==> config.mk <==
export PLATFORM = sky130hd
export DESIGN_NAME = rename_map_stage
export DESIGN_NICKNAME = d
export VERILOG_FILES = /design/src/rtl/rename_map_stage.sv
export SDC_FILE = /design/constraint.sdc
export NUM_CORES = 1
export LEC_CHECK = 0
export ABC_AREA = 1
export CORE_ASPECT_RATIO = 1.2
export CORE_MARGIN = 1.5
export CORE_UTILIZATION = 45
export CTS_CLUSTER_SIZE = 16
export DETAILED_ROUTE_END_ITERATION = 16
export PLACE_DENSITY = 0.75
export SLEW_MARGIN = 10
export SYNTH_ARGS = -nofsm -noshare
export SYNTH_HDL_FRONTEND = slang
export SYNTH_SLANG_ARGS = --single-unit
==> constraint.sdc <==
create_clock -name clk -period 2.45 [get_ports clk]
set_input_delay 0.6125 -clock clk [delete_from_list [all_inputs] [get_ports clk]]
set_output_delay 0.6125 -clock clk [all_outputs]
set_load 0.05 [all_outputs]
==> src/rtl/rename_map_stage.sv <==
module rename_map_stage #(
  parameter int NUM_ARCH = 8,
  parameter int NUM_PHYS = 16,
  parameter int DATA_W   = 16,
  parameter int OP_W     = 4,
  localparam int AW = $clog2(NUM_ARCH),
  localparam int PW = $clog2(NUM_PHYS)
) (
  input  logic              clk,
  input  logic              rst_n,
  input  logic              in_valid,
  output logic              in_ready,
  input  logic [OP_W-1:0]   in_op,
  input  logic [AW-1:0]     in_src1,
  input  logic [AW-1:0]     in_src2,
  input  logic [AW-1:0]     in_dst,
  input  logic              free_valid,
  input  logic [PW-1:0]     free_tag,
  output logic              free_take,
  output logic [PW-1:0]     rd1_tag,
  input  logic              rd1_ready,
  input  logic [DATA_W-1:0] rd1_value,
  output logic [PW-1:0]     rd2_tag,
  input  logic              rd2_ready,
  input  logic [DATA_W-1:0] rd2_value,
  input  logic              bc_valid,
  input  logic [PW-1:0]     bc_tag,
  input  logic [DATA_W-1:0] bc_value,
  output logic              out_valid,
  input  logic              out_ready,
  output logic [OP_W-1:0]   out_op,
  output logic [PW-1:0]     out_dst_tag,
  output logic              out_s1_ready,
  output logic [DATA_W-1:0] out_s1_data,
  output logic              out_s2_ready,
  output logic [DATA_W-1:0] out_s2_data
);

  logic [PW-1:0] map_q [NUM_ARCH];

  wire fire = in_valid && in_ready;
  assign in_ready  = free_valid && (!out_valid || out_ready);
  assign free_take = fire;
  assign rd1_tag   = map_q[in_src1];
  assign rd2_tag   = map_q[in_src2];

  wire hit1 = bc_valid && (bc_tag == rd1_tag);
  wire hit2 = bc_valid && (bc_tag == rd2_tag);
  wire [DATA_W-1:0] s1_val = hit1 ? bc_value : rd1_ready ? rd1_value : DATA_W'(rd1_tag);
  wire [DATA_W-1:0] s2_val = hit2 ? bc_value : rd2_ready ? rd2_value : DATA_W'(rd2_tag);

  wire cap1 = out_valid && !out_s1_ready && bc_valid && (bc_tag == out_s1_data[PW-1:0]);
  wire cap2 = out_valid && !out_s2_ready && bc_valid && (bc_tag == out_s2_data[PW-1:0]);

  always_ff @(posedge clk) begin
    if (!rst_n) begin
      for (int i = 0; i < NUM_ARCH; i++) map_q[i] <= PW'(i);
      out_valid    <= 1'b0;
      out_op       <= '0;
      out_dst_tag  <= '0;
      out_s1_ready <= 1'b0;
      out_s1_data  <= '0;
      out_s2_ready <= 1'b0;
      out_s2_data  <= '0;
    end else if (fire) begin
      map_q[in_dst] <= free_tag;
      out_valid     <= 1'b1;
      out_op        <= in_op;
      out_dst_tag   <= free_tag;
      out_s1_ready  <= hit1 || rd1_ready;
      out_s1_data   <= s1_val;
      out_s2_ready  <= hit2 || rd2_ready;
      out_s2_data   <= s2_val;
    end else begin
      if (out_ready) out_valid <= 1'b0;
      if (cap1) begin
        out_s1_ready <= 1'b1;
        out_s1_data  <= bc_value;
      end
      if (cap2) begin
        out_s2_ready <= 1'b1;
        out_s2_data  <= bc_value;
      end
    end
  end

endmodule

==> results.ini <==
[grt]
grt_pass1_vias = 4739
overflow = 0
grtUsageTotal_pct = 28.06
antenna_found_initial = 0
grt_max_degree = 71
grt_pass1_wl_mm = 23.27

[sta]
setup_viol = 0
fmax_ghz = 0.4216
post-route-min-period_ps = 2372
tightest_slew_ps = 579.7
fin_skew_ps = 9.542
post-route-period-util_pct = 96.82
hold_violations = 0
whs_ps = 467.9
drv_slew = 0
fin_ws_ps = 77.95
rsz0062_at_grt = no
max-slew-margin-rel_pct = 61.24

[logic_synthesis]
synth-main-ff-cell = dfxtp_1
synth_top_area_cell = edfxtp_1
synth_top_cell_area_share_pct = 20.99
synth_cell_type_count = 26
postSynthNetCount = 776
yosys_warnings = 0
synth_common_cells = 180 x nand2_1, 106 x inv_1, 99 x nor2_1
synth_area_um2 = 4578
ys_seq_elements = 75
seq_area_frac_synth_pct = 39.79
async_flop_share_pct = 0
netlist_top_cells_area = edfxtp_1 21%, dfxtp_1 19%, nand2_1 15%, nand3_1 9.4%, inv_1 8.7%
synth_edf_count = 32
yosysMostFrequentCell = nand2_1
syn_area_per_cell_um2 = 6.550
syn_inst = 699

[clock_tree]
clk_latency_ps = 340
cts-buffers-inserted = 9
htree_levels = 3
cts-root-buf = clkbuf_16
cts_sinks = 75
clk_pin_slew_worst_paths_ps = 60
clock_path_buffers = 2
cts_tree = done

[finish]
final_nets = 921
fillers = 882
syn_to_final_growth_pct = 46.46
n_antenna_cell = 0
drive_gt1_share_pct = 11.66

[detailed_routing]
drtIter0Drc = 296
drc = 0
viasPerCell = 5.142
drtPass1Iterations = 5
wl_mm = 14.75
wl_per_cell_um = 15.13
route.vias.total = 5013
drtAntennaViolNets = 0

[die]
die_y_um = 113.5
dieArea_um2 = 10790
rows = 40
coreArea_um2 = 9960
start_util_pct = 45.97
die_w_um = 95.08
num_io_pins = 130

[worst_setup_path]
worstPathRequired_ps = 1840
start_kind = input port
criticalPathCategory = input port to output port
end_kind = output port
cp_max_fo = 9
arrival_ps = 1760

[power]
p_leak_nw = 3.131
p_per_area_nw_per_um2 = 581.9
switching_share_pct = 31.59
p_comb_share_pct = 27.7
ir_worst_vdd_v = 0.0003933
clockPowerShare_pct = 35.8
switchingPower_mw = 1.233
total_power_mw = 3.902
internal_power_mw = 2.669
seqPwrFrac_pct = 36.4

[min_path]
hold_class = flip-flop to flip-flop

[run]
max_cap_viol_count = 0

[placement]
hpwl_mm = 11.04
place.gp.congestion = 0.8797
dp_slack_ps = -229.9
port_buffers = 129

[outcome]
status = finished clean

==> metal layers <==
layer | track usage (%) | vias to the layer above | share of wire [%]
li1 | - | 2485 | -
met1 | 37.14 | 2283 | 44
met2 | 44.07 | 215 | 46
met3 | 7.333 | 30 | 7.9
met4 | 9.552 | 0 | 2.3
met5 | 0 | - | 0
==> worst max-delay path, stage by stage <==
cell and delay [ps]:
dlygate4sd2_1 290, buf_4 190, o211ai_1 190, nand3_2 120
nand2_2 120, inv_1 80, buf_12 150
==> sequential cells by signal, indices dropped and copies added (netlist names) <==
| signal | flops |
|---|---|
| out_s1_ready | 1 |
| out_s1_data | 16 |
| out_valid | 1 |
| out_s2_data | 16 |
| out_op | 4 |
| out_s2_ready | 1 |
| out_dst_tag | 4 |
| map_q | 32 |
==> per-stage QoR <==
stage | setup TNS, ps | cell area, um2 | utilization, % | instances
after global routing | 0 | 6705 | 67.32 | 975
after global placement | -5649 | 6284 | 63.09 | 956
final | 0 | 6705 | 67.32 | 975
after CTS | 0 | 6666 | 66.93 | 974
after floorplan | 0 | 4587 | - | 699
after detailed placement | -7045 | 6284 | 63.09 | 956
==> path summary, 6_finish.rpt <==
| check | slack [ps] | cells past startpoint | end | startpoint |
|---|---|---|---|---|
| setup / recovery | 80 | 7 | rd2_tag[3] | in_src2[0] |
| setup reg to reg | 580 | 11 | map_q[6][1]$_SDFFCE_PN1P_ | out_valid$_SDFFE_PN0P_ |
| hold / removal | 470 | 2 | out_op[3]$_SDFFE_PN0N_ | out_op[3]$_SDFFE_PN0N_ |
| hold reg to reg | 470 | 2 | out_op[3]$_SDFFE_PN0N_ | out_op[3]$_SDFFE_PN0N_ |
==> layout make-up <==
cell class                 instances  area (um2)  share of cell area, %
clock buffer                      11       254.0                  3.788
timing repair buffer             171        1802                  26.87
tap                              126       157.7                  2.351
sequential                        75        1822                  27.17
inverter                         111       419.2                  6.251
multi-input combinational        476        2191                  32.67
clock inverter                     5       60.06                 0.8957
==> cell usage in the layout (no fill, tap or decap), drive strengths merged, types with 2 or more instances in the layout <==
master,n
nand2,183
clkdlybuf4s50,113
inv,108
nor2,101
nand3,87
buf,52
o21ai,47
dfxtp,43
a21oi,40
edfxtp,32
clkbuf,11
o211ai,8
clkinv,6
xnor2,4
dlygate4sd2,3
dlymetal6s2s,3
xor2,2
nand3b,2
==> power by group through the flow <==
stage          Clock, mW  Combinational (mW)  Sequential [mW]
2_1_floorplan          0               0.435             1.61
3_3_place_gp           0                1.05             1.44
3_5_place_dp           0                1.05             1.45
4_1_cts             1.41                1.07             1.42
5_1_grt             1.47                1.16             1.43
6_report            1.40                1.08             1.42
==> logic make-up after synthesis <==
group | synth area share (%)
simple gates | 33.64
xor+xnor | 1.148
compound gates | 11.34
buf+inv | 14.07
flops | 39.79
==> what timing repair did <==
action / in CTS / in global routing
endpoints found under the setup margin: 9 / 6
pin swaps: 1 / 2
gates resized for setup: 25 / 9
cloned: 2 / 0
buffers inserted: 0 / 1
hold buffers: 0 / 0
Note: power is estimated with default switching activity, not from simulation.
